===== src/rtl/spi_bridge_pkg.sv =====
package spi_bridge_pkg;

   localparam int unsigned BYTE_W = 8;
   localparam int unsigned REG_AW = 4;
   localparam int unsigned CHAN_W = 2;
   localparam int unsigned CNT_W  = $clog2(2 * BYTE_W + 1);

   typedef struct packed {
      logic              rd;
      logic [REG_AW-1:0] addr;
      logic [CHAN_W-1:0] chan;
   } cmd_t;

   function automatic logic [BYTE_W-1:0] reg_init(input int unsigned ch,
                                                  input int unsigned a,
                                                  input logic [BYTE_W-1:0] mask);
      return BYTE_W'(ch * (1 << REG_AW) + a) ^ mask;
   endfunction

endpackage


===== src/rtl/spi_in_sync.sv =====
module spi_in_sync #(
   parameter int unsigned     W       = 3,
   parameter int unsigned     STAGES  = 2,
   parameter logic [W-1:0]    RST_VAL = '0
) (
   input  logic         clk,
   input  logic         rst_n,
   input  logic [W-1:0] d,
   output logic [W-1:0] q
);

   initial begin
      assert (STAGES >= 2) else $error("spi_in_sync: STAGES must be at least 2");
   end

   logic [W-1:0] stg [STAGES];

   generate
      for (genvar s = 0; s < STAGES; s++) begin : g_stage
         if (s == 0) begin : g_first
            always_ff @(posedge clk or negedge rst_n) begin
               if (!rst_n) stg[s] <= RST_VAL;
               else        stg[s] <= d;
            end
         end else begin : g_next
            always_ff @(posedge clk or negedge rst_n) begin
               if (!rst_n) stg[s] <= RST_VAL;
               else        stg[s] <= stg[s-1];
            end
         end
      end
   endgenerate

   assign q = stg[STAGES-1];

endmodule


===== src/rtl/spi_slave_fsm.sv =====
module spi_slave_fsm
   import spi_bridge_pkg::*;
#(
   parameter int unsigned NUM_CHAN = 2
) (
   input  logic              clk,
   input  logic              rst_n,
   input  logic              cs_act,
   input  logic              sclk_s,
   input  logic              mosi_s,
   input  logic [BYTE_W-1:0] rd_data,
   output logic              miso,
   output logic              wr_stb,
   output logic [REG_AW-1:0] bus_addr,
   output logic [CHAN_W-1:0] bus_chan,
   output logic [BYTE_W-1:0] bus_wdata
);

   localparam logic [CNT_W-1:0] CMD_LAST  = CNT_W'(BYTE_W - 1);
   localparam logic [CNT_W-1:0] DATA_LAST = CNT_W'(2 * BYTE_W - 1);
   localparam logic [CNT_W-1:0] FULL      = CNT_W'(2 * BYTE_W);

   logic              sclk_prev;
   logic              sclk_rise, sclk_fall;
   logic [CNT_W-1:0]  bit_cnt;
   logic [BYTE_W-1:0] rx_sh, tx_sh, rx_word;
   logic              load_pend, miso_q, wr_q, chan_ok_w;
   cmd_t              cmd_q;
   logic [BYTE_W-1:0] wdata_q;

   assign sclk_rise = cs_act &&  sclk_s && !sclk_prev;
   assign sclk_fall = cs_act && !sclk_s &&  sclk_prev;
   assign rx_word   = {rx_sh[BYTE_W-2:0], mosi_s};
   assign chan_ok_w = int'(rx_word[CHAN_W:1]) < NUM_CHAN;

   always_ff @(posedge clk or negedge rst_n) begin
      if (!rst_n) sclk_prev <= 1'b0;
      else        sclk_prev <= sclk_s;
   end

   always_ff @(posedge clk or negedge rst_n) begin
      if (!rst_n) begin
         bit_cnt   <= '0;
         rx_sh     <= '0;
         tx_sh     <= '0;
         load_pend <= 1'b0;
         miso_q    <= 1'b0;
         wr_q      <= 1'b0;
         cmd_q     <= '0;
         wdata_q   <= '0;
      end else begin
         wr_q <= 1'b0;
         if (!cs_act) begin
            bit_cnt   <= '0;
            load_pend <= 1'b0;
            miso_q    <= 1'b0;
         end else begin
            if (load_pend) begin
               tx_sh     <= rd_data;
               load_pend <= 1'b0;
            end
            if (sclk_rise && bit_cnt < FULL) begin
               rx_sh   <= rx_word;
               bit_cnt <= bit_cnt + 1'b1;
               if (bit_cnt == CMD_LAST) begin
                  cmd_q     <= cmd_t'(rx_word[BYTE_W-1:1]);
                  tx_sh     <= '0;
                  load_pend <= rx_word[BYTE_W-1] && chan_ok_w;
               end
               if (bit_cnt == DATA_LAST && !cmd_q.rd &&
                   int'(cmd_q.chan) < NUM_CHAN) begin
                  wr_q    <= 1'b1;
                  wdata_q <= rx_word;
               end
            end
            if (sclk_fall && bit_cnt > CMD_LAST && bit_cnt < FULL) begin
               miso_q <= tx_sh[BYTE_W-1];
               tx_sh  <= {tx_sh[BYTE_W-2:0], 1'b0};
            end
         end
      end
   end

   assign miso      = miso_q;
   assign wr_stb    = wr_q;
   assign bus_addr  = cmd_q.addr;
   assign bus_chan  = cmd_q.chan;
   assign bus_wdata = wdata_q;

   // slave output and bit position clear while deselected
   p_miso_quiet_r6: assert property (@(posedge clk) disable iff (!rst_n)
      !cs_act |=> !miso_q);
   p_cnt_clear_r6: assert property (@(posedge clk) disable iff (!rst_n)
      !cs_act |=> bit_cnt == '0);
   // counter never passes a full transfer
   p_cnt_bound_r9: assert property (@(posedge clk) disable iff (!rst_n)
      bit_cnt <= FULL);
   // output moves only on a falling serial edge
   p_miso_hold_r1: assert property (@(posedge clk) disable iff (!rst_n)
      (cs_act && !sclk_fall) |=> $stable(miso_q));
   // write strobe lasts one cycle
   p_wr_pulse_r3: assert property (@(posedge clk) disable iff (!rst_n)
      wr_q |=> !wr_q);

endmodule


===== src/rtl/uart_regfile_stub.sv =====
module uart_regfile_stub
   import spi_bridge_pkg::*;
#(
   parameter int unsigned       CH_ID    = 0,
   parameter logic [BYTE_W-1:0] RST_MASK = 8'h5A
) (
   input  logic              clk,
   input  logic              rst_n,
   input  logic              wr_en,
   input  logic [REG_AW-1:0] addr,
   input  logic [BYTE_W-1:0] wdata,
   output logic [BYTE_W-1:0] rdata
);

   localparam int unsigned DEPTH = 1 << REG_AW;

   logic [BYTE_W-1:0] mem [DEPTH];

   always_ff @(posedge clk or negedge rst_n) begin
      if (!rst_n) begin
         for (int i = 0; i < DEPTH; i++) mem[i] <= reg_init(CH_ID, i, RST_MASK);
      end else if (wr_en) begin
         mem[addr] <= wdata;
      end
   end

   assign rdata = mem[addr];

endmodule


===== src/rtl/spi_reg_bridge.sv =====
module spi_reg_bridge
   import spi_bridge_pkg::*;
#(
   parameter int unsigned       NUM_CHAN    = 2,
   parameter int unsigned       SYNC_STAGES = 2,
   parameter logic [BYTE_W-1:0] RST_MASK    = 8'h5A
) (
   input  logic clk,
   input  logic rst_n,
   input  logic spi_sclk,
   input  logic spi_cs_n,
   input  logic spi_mosi,
   output logic spi_miso
);

   initial begin
      assert (NUM_CHAN >= 1 && NUM_CHAN <= (1 << CHAN_W))
         else $error("spi_reg_bridge: NUM_CHAN out of range");
      assert (1 + REG_AW + CHAN_W + 1 == BYTE_W)
         else $error("spi_reg_bridge: command fields do not fill one byte");
   end

   logic [2:0]        sync_q;
   logic              wr_stb;
   logic [REG_AW-1:0] bus_addr;
   logic [CHAN_W-1:0] bus_chan;
   logic [BYTE_W-1:0] bus_wdata, rd_data;
   logic [BYTE_W-1:0] ch_rdata [NUM_CHAN];
   logic [NUM_CHAN-1:0] ch_wr;

   spi_in_sync #(
      .W       (3),
      .STAGES  (SYNC_STAGES),
      .RST_VAL (3'b010)
   ) i_sync (
      .clk   (clk),
      .rst_n (rst_n),
      .d     ({spi_sclk, spi_cs_n, spi_mosi}),
      .q     (sync_q)
   );

   spi_slave_fsm #(
      .NUM_CHAN (NUM_CHAN)
   ) i_fsm (
      .clk       (clk),
      .rst_n     (rst_n),
      .cs_act    (!sync_q[1]),
      .sclk_s    (sync_q[2]),
      .mosi_s    (sync_q[0]),
      .rd_data   (rd_data),
      .miso      (spi_miso),
      .wr_stb    (wr_stb),
      .bus_addr  (bus_addr),
      .bus_chan  (bus_chan),
      .bus_wdata (bus_wdata)
   );

   generate
      for (genvar c = 0; c < NUM_CHAN; c++) begin : g_chan
         assign ch_wr[c] = wr_stb && (int'(bus_chan) == c);
         uart_regfile_stub #(
            .CH_ID    (c),
            .RST_MASK (RST_MASK)
         ) i_regs (
            .clk   (clk),
            .rst_n (rst_n),
            .wr_en (ch_wr[c]),
            .addr  (bus_addr),
            .wdata (bus_wdata),
            .rdata (ch_rdata[c])
         );
      end
   endgenerate

   always_comb begin
      rd_data = '0;
      for (int c = 0; c < NUM_CHAN; c++)
         if (int'(bus_chan) == c) rd_data = ch_rdata[c];
   end

   // at most one channel takes any write
   p_one_chan_wr_r5: assert property (@(posedge clk) disable iff (!rst_n)
      $onehot0(ch_wr));
   // a strobe with an unmapped code reaches no channel
   p_bad_code_r5: assert property (@(posedge clk) disable iff (!rst_n)
      (wr_stb && int'(bus_chan) >= NUM_CHAN) |-> ch_wr == '0);

endmodule


===== config.mk =====
export PLATFORM = sky130hd
export DESIGN_NAME = spi_reg_bridge
export DESIGN_NICKNAME = d
export VERILOG_FILES = /design/src/rtl/spi_bridge_pkg.sv /design/src/rtl/spi_in_sync.sv /design/src/rtl/spi_slave_fsm.sv /design/src/rtl/uart_regfile_stub.sv /design/src/rtl/spi_reg_bridge.sv
export SDC_FILE = /design/constraint.sdc
export NUM_CORES = 1
export LEC_CHECK = 0
export CAP_MARGIN = 5
export CORE_MARGIN = 5
export CORE_UTILIZATION = 40
export DETAILED_ROUTE_END_ITERATION = 16
export PLACE_DENSITY = 0.58
export SYNTH_ARGS = -nofsm -noshare
export SYNTH_HDL_FRONTEND = slang
export SYNTH_SLANG_ARGS = --single-unit
export TNS_END_PERCENT = 10

===== constraint.sdc =====
create_clock -name clk -period 5 [get_ports clk]
set_input_delay 1.5 -clock clk [delete_from_list [all_inputs] [get_ports clk]]
set_output_delay 1.5 -clock clk [all_outputs]
set_load 0.01 [all_outputs]

# ---- Word-level counts from Yosys, hierarchy flattened
# Index checks and enable logic that the tools add are counted.
dict set report classes {
  add_sub_neg 1
  magnitude_cmp 6
  eq_ne 3
  mux 26
  bitwise_logic 2
  n_reduce_logical 23
}
# operator count
set ops {}
lappend ops {{bitwise mux 128 bit} 2}
lappend ops {{2-to-1 mux 8 bit} 11}
lappend ops {{binary-select mux 8 bit (select 4 bit)} 2}
lappend ops {{demux 8 bit (select 4 bit)} 1}
lappend ops {{logical AND 1 bit} 13}
lappend ops {{2-to-1 mux 5 bit} 2}
lappend ops {{2-to-1 mux 1 bit} 8}
lappend ops {{AND reduction 3 bit} 2}
lappend ops {{adder 5 x 1 -> 5 bit (second input constant)} 1}
lappend ops {{equality test 5 x 3 -> 1 bit (second input constant)} 1}
lappend ops {{equality test 5 x 4 -> 1 bit (second input constant)} 1}
lappend ops {{greater-or-equal comparator 5 bit (second input constant)} 1}
lappend ops {{greater-than comparator 5 x 3 -> 1 bit (second input constant)} 1}
lappend ops {{less-than comparator 5 x 1 -> 1 bit (second input constant)} 1}
lappend ops {{less-than comparator 5 bit (second input constant)} 1}
lappend ops {{NOT 4 -> 5 bit} 1}
lappend ops {{logical NOT 1 bit} 4}
lappend ops {{less-than comparator 2 bit (second input constant)} 2}
lappend ops {{nonzero test 2 bit} 2}
lappend ops {{equality test 2 bit (second input constant)} 1}
lappend ops {{logical NOT 2 bit} 1}
lappend ops {{AND reduction 2 bit} 1}
lappend ops {{NOT 1 bit} 1}
dict set report word_totals {
  register_bits 301
  out_inout_bits 1
  elab_cells 106
}

# ---- Logic depth before layout (Yosys ltp)
dict set report logic_depth {
  ltp_word 10
  ltp_mapped 10
  mapped_depth_nobuf 7
}

# ---- Modules after synthesis
# A second synthesis with hierarchy kept.
dict set report hier_totals {
  hier_cells 909
  area_unflattened_um2 14206.1
}
# module n_inst cells_per_inst area_each_um2 seq_area_each_um2
set modules_own_cells {}
lappend modules_own_cells {{uart_regfile_stub (g_chan[0].i_regs)} 1 368 6063.3 3283.1}
lappend modules_own_cells {{uart_regfile_stub (g_chan[1].i_regs)} 1 368 6043.3 3263.1}
lappend modules_own_cells {spi_slave_fsm 1 143 1774.2 975.9}
lappend modules_own_cells {spi_in_sync 1 9 175.2 152.6}
lappend modules_own_cells {spi_reg_bridge 1 21 150.1 0.0}

# ---- Worst setup path after synthesis
# OpenSTA, ideal clock, no wires.
dict set report synth_timing {
  path_kind {flip-flop to flip-flop}
  startpoint {reg i_fsm.cmd_q, in the netlist i_fsm.bus_chan[0]}
  endpoint {reg g_chan[0].i_regs.mem[101] (netlist name)}
  setup_ns 0.125
  arrival_time_ns 1.921
  t_required_ns 4.875
  path_slack_ns 2.954
  stages_incl_launch_ff 7
  path_buffers 2
  period_less_slack_ns 2.046
  cell_sequence {dfrtp_1 > or3b_1 > buf_2 > or2_4 > or3_1 > buf_6 > mux2_4}
}
dict set report synth_via {
  elab_chain_cells 2
}
# item line_no
set synth_rtl {}
lappend synth_rtl {{start: declaration} spi_slave_fsm.sv:28} ;# cmd_t cmd_q;
lappend synth_rtl {{start signal: assignment} spi_slave_fsm.sv:66} ;# cmd_q <= cmd_t'(rx_word[BYTE_W-1:1]);
lappend synth_rtl {{logical NOT 2 bit} spi_reg_bridge.sv:60} ;# assign ch_wr[c] = wr_stb && (int'(bus_chan) == c);
lappend synth_rtl {{logical AND 1 bit} spi_reg_bridge.sv:60}
lappend synth_rtl {{end signal: indexed assignment} uart_regfile_stub.sv:23} ;# mem[addr] <= wdata;
lappend synth_rtl {{end: declaration} uart_regfile_stub.sv:17} ;# logic [BYTE_W-1:0] mem [DEPTH];
# No other way between the ends.
# A chain may end at the register's enable or synchronous reset.

# ---- Worst setup path in the final report
dict set report layout_timing {
  startpoint {reg i_fsm.cmd_q, in the netlist i_fsm.bus_addr[1]}
  endpoint {reg g_chan[0].i_regs.mem[39] (netlist name)}
}
dict set report layout_via {
  elab_chain_cells 6
}
# item line_no
set layout_rtl {}
lappend layout_rtl {{NOT 4 -> 5 bit (not written as such) *} uart_regfile_stub.sv:23}
lappend layout_rtl {{greater-or-equal comparator 5 bit (not written as such) or less-than comparator 5 x 1 -> 1 bit (tied branches)} uart_regfile_stub.sv:23}
lappend layout_rtl {{logical AND 1 bit (not written as such)} uart_regfile_stub.sv:23}
lappend layout_rtl {{2-to-1 mux 8 bit (not written as such)} uart_regfile_stub.sv:23}
lappend layout_rtl {{demux 8 bit (select 4 bit) *} uart_regfile_stub.sv:23}
lappend layout_rtl {{bitwise mux 128 bit *} uart_regfile_stub.sv:23}
# Every way passes the cells marked *; elsewhere a longest branch is shown, timed or not.

==> results by stage <==
Status:
- The flow ran to the end, and the final reports show no timing, DRC or antenna violations.

Yosys:
- The count of mapped cells out of synthesis is 965.
- For this run, the register share of the synthesized area comes to 0.555.
- The main flop type after synthesis is sky130_fd_sc_hd__dfrtp_1.
- In this run the cell area of the synthesized design comes to 13,800 µm².
- The number of flops mapped to enable cells by yosys is 0.
- The count of synthesis-stage warnings from yosys is 0.
- For this run, asynchronously set or reset flops after synthesis account for 1.00.
- After synthesis, the netlist uses 47 different library cells.
- The flip-flop and latch count after synthesis is 301.
- The average instance area after synthesis is 14.3 µm².
- Counting every net in the synthesized netlist gives 972.

GRT:
- The initial antenna violation count is 0.
- Across every metal layer, demand over resource in global routing totals 0.174.
- The total overflow left after global routing is 0.
- The first global-routing pass estimated 52,000 µm of wire.
- The number of global-route vias before repair is 8,146.
- Entering global routing, the biggest net connects 80 pins.

Power and ir drop:
- The leakage power summed over all cells is 6.70 nW.
- For this design the ratio of total power to cell area is 330 nW/µm².
- The design draws 0.00511 W.
- Across the VDD grid, the largest voltage drop is 0.000228 V.

Placement:
- At the end of routability-driven placement, the weighted congestion stood at 0.842.
- Detailed placement finished with a half-perimeter wire length of 20,800 µm.
- The number of buffer cells added on primary ports is 5.

Floorplan:
- During I/O placement, the number of pins put on the boundary was 6.
- The die footprint is 38,400 µm².
- The row count is 68.
- The die is 196 µm wide.
- The total area inside the core boundary comes to 34,400 µm².
- The effective utilization at floorplan is 0.403.
- Measured along the y axis, the die boundary spans 196 µm.

Layout:
- After filler insertion, the fill cell instance count of the layout stands at 3,142.
- The share of final-layout standard cells stronger than drive strength 1 is 0.511.
- The commonest non-fill, non-tap cell in the layout is sky130_fd_sc_hd__mux2_2.
- The post-synthesis to final-layout area growth is 11.9%.
- The number of nets in the layout is 962.
- The area occupied by registers is 7680 µm².
- The multi-input combinational cells in the finished layout cover a total of 5830 µm².
- The top cell types in the final layout, fill and taps aside, are sky130_fd_sc_hd__mux2_2 (263), sky130_fd_sc_hd__dfrtp_1 (185), sky130_fd_sc_hd__dfstp_2 (114), sky130_fd_sc_hd__mux2i_1 (84), sky130_fd_sc_hd__a22oi_1 (47).
- The number of antenna diodes in the final layout is 0.

Timing:
- Setup repair after global routing left no endpoint under its margin.
- For the final routed database, the setup TNS stands at 0 ns.
- The headroom to the max-slew limit is 0.209.
- The maximum achievable frequency is 0.334 GHz.
- The transition time at the pin with the least slew margin is 1.18 ns.
- The worst clock skew is 0.0234 ns.
- Setup violations remaining at the end of the flow were counted as 0.
- The max-slew violation count is 0.
- The number of hold violations in the final report is 0.
- The post-route minimum period is 3.00 ns.
- In the finished design, the share of the clock period the worst path needs comes to 0.599.

Clock tree:
- The clock transition at the registers of the reported paths is 0.06 ns.
- The number of gates resized after cts is 0.
- The clock tree root driver cell is sky130_fd_sc_hd__clkbuf_16.
- The clock passes through at most 3 buffers.
- The H-tree generated during clock tree synthesis spans 2 levels.
- At the later pin of the worst-skew pair, clock insertion delay measures 0.52 ns.
- The clock tree from TritonCTS is built.
- The TritonCTS buffer count is 35.
- The post-CTS setup buffer count is 0.
- The TritonCTS sink count is 301.
- In this run, post-CTS hold repair placed 0 buffers.

Critical path:
- Data arrives at the worst endpoint at 3.38 ns.
- The required time reported for the critical path endpoint is 5.39 ns.
- Along the worst path, the maximum fanout reaches 55.
- The startpoint-to-endpoint class of the critical path is flop to flop.
- The setup check on the worst reg-to-reg path leaves a slack of 2.00 ns.
- The startpoint kind of the worst setup timing path is a flop.
- The element type at the critical path end is a flop.

Route:
- For this run, the detailed router's first-pass iteration total came to 5.
- Summing over every cut layer, the via total after detailed routing is 7,897.
- The residual antenna-violating net count after detailed routing is 0.
- The detail-routed via count per cell is 5.50.
- The residual DRC count is 0.
- The final layout contains routed wiring with a total length of 32,900 µm.
- The final routed wire length divided by cell count is 22.9 µm.
- The starting DRC count in detailed routing is 544.

Job:
- The number of maximum-capacitance violations is 0.

Hold path:
- The min-delay analysis places its worst path in the category flop to flop.
metal layers:
| metal | share of wire | track usage |
|---|---|---|
| met4 | 0.023 | 0.0453 |
| met3 | 0.036 | 0.0263 |
| met1 | 0.47 | 0.254 |
| met5 | 0 | 0 |
| met2 | 0.47 | 0.273 |
Yosys cell counts, drive strengths merged (3+ instances only):
| master | count | area (µm²) |
|---|---|---|
| and2 | 3 | 18.8 |
| nor2b | 9 | 56.3 |
| nand4 | 5 | 31.3 |
| nand3 | 23 | 115 |
| o21ai | 3 | 15.0 |
| and3 | 4 | 25.0 |
| mux4 | 28 | 631 |
| nand2b | 5 | 31.3 |
| buf | 30 | 175 |
| mux2 | 271 | 3080 |
| clkbuf | 38 | 143 |
| nand2 | 46 | 173 |
| dfstp | 114 | 3000 |
| o211ai | 4 | 30.0 |
| mux2i | 84 | 841 |
| nor2 | 29 | 121 |
| a22oi | 47 | 353 |
| nor3 | 5 | 45.0 |
| dfrtp | 187 | 4680 |
area by class of cell:
cell class / instances / area share
Inverter: 3 / 0.000728
Clock buffer: 54 / 0.0704
Sequential cell: 301 / 0.496
Timing Repair Buffer: 21 / 0.0146
Tap cell: 455 / 0.0368
Clock inverter: 9 / 0.00453
Multi-Input combinational cell: 593 / 0.377
stage by stage:
step           utilization  hold WS, ns  instances  area, µm²  worst slack, ns
6_report             0.450        0.348       1436      15500             2.00
3_3_place_gp         0.417        0.334       1373      14300             1.99
3_5_place_dp         0.417        0.337       1373      14300             1.95
5_1_grt              0.450        0.357       1436      15500             1.82
2_1_floorplan            -        0.331        965      13800             2.95
4_1_cts              0.450        0.350       1436      15500             1.92
sequential cells by signal (all words and copies together) (netlist names), 2 cells and up:
name,count
i_fsm.tx_sh,8
i_fsm.bus_chan,2
i_sync.stg,3
i_fsm.rx_sh,7
i_sync.q,3
i_fsm.bus_addr,4
i_fsm.bit_cnt,5
g_chan.i_regs.mem,256
i_fsm.bus_wdata,8
report_power, final:
| group | total, W | internal (W) | switching [W] |
|---|---|---|---|
| logic | 0.0000862 | 0.0000296 | 0.0000566 |
| clock network | 0.00253 | 0.00155 | 0.000981 |
| registers | 0.00250 | 0.00247 | 0.0000290 |
| total | 0.00511 | 0.00405 | 0.00107 |
worst max-delay path, stage by stage (launching register included):
cell and delay [ns]:
sky130_fd_sc_hd__dfrtp_4 1.03, sky130_fd_sc_hd__nand2_1 0.35, sky130_fd_sc_hd__or2_4 0.38, sky130_fd_sc_hd__nor2b_1 0.65, sky130_fd_sc_hd__mux2_2 0.41
worst paths after layout:
check,startpoint,endpoint,cells after the start
worst min-delay path,i_sync.stg[5]$_DFF_PN0_,i_sync.q[2]$_DFF_PN0_,0
max in group asynchronous,rst_n,g_chan[0].i_regs.mem[57]$_DFFE_PN1P_,2
worst max register to register,i_fsm.bus_addr[1]$_DFFE_PN0P_,g_chan[0].i_regs.mem[39]$_DFFE_PN0P_,4
worst min register to register,i_sync.stg[5]$_DFF_PN0_,i_sync.q[2]$_DFF_PN0_,0
worst max-delay path,i_fsm.bus_addr[1]$_DFFE_PN0P_,g_chan[0].i_regs.mem[39]$_DFFE_PN0P_,4
min in group asynchronous,rst_n,g_chan[0].i_regs.mem[41]$_DFFE_PN0P_,1
kinds of logic (layout without fill, tap and decap cells):
family | Yosys count | after routing | synth area share
XOR/XNOR | 3 | 3 | 0.00190
buffers and inverters | 71 | 87 | 0.0238
AND/OR/NAND/NOR | 142 | 142 | 0.0544
adder cells (fa/ha/maj) | 2 | 2 | 0.00181
flip-flops | 301 | 301 | 0.555
multiplexers | 383 | 383 | 0.329
AO/OA/AOI/OAI | 63 | 63 | 0.0343
(Power assumes the default switching activity.)
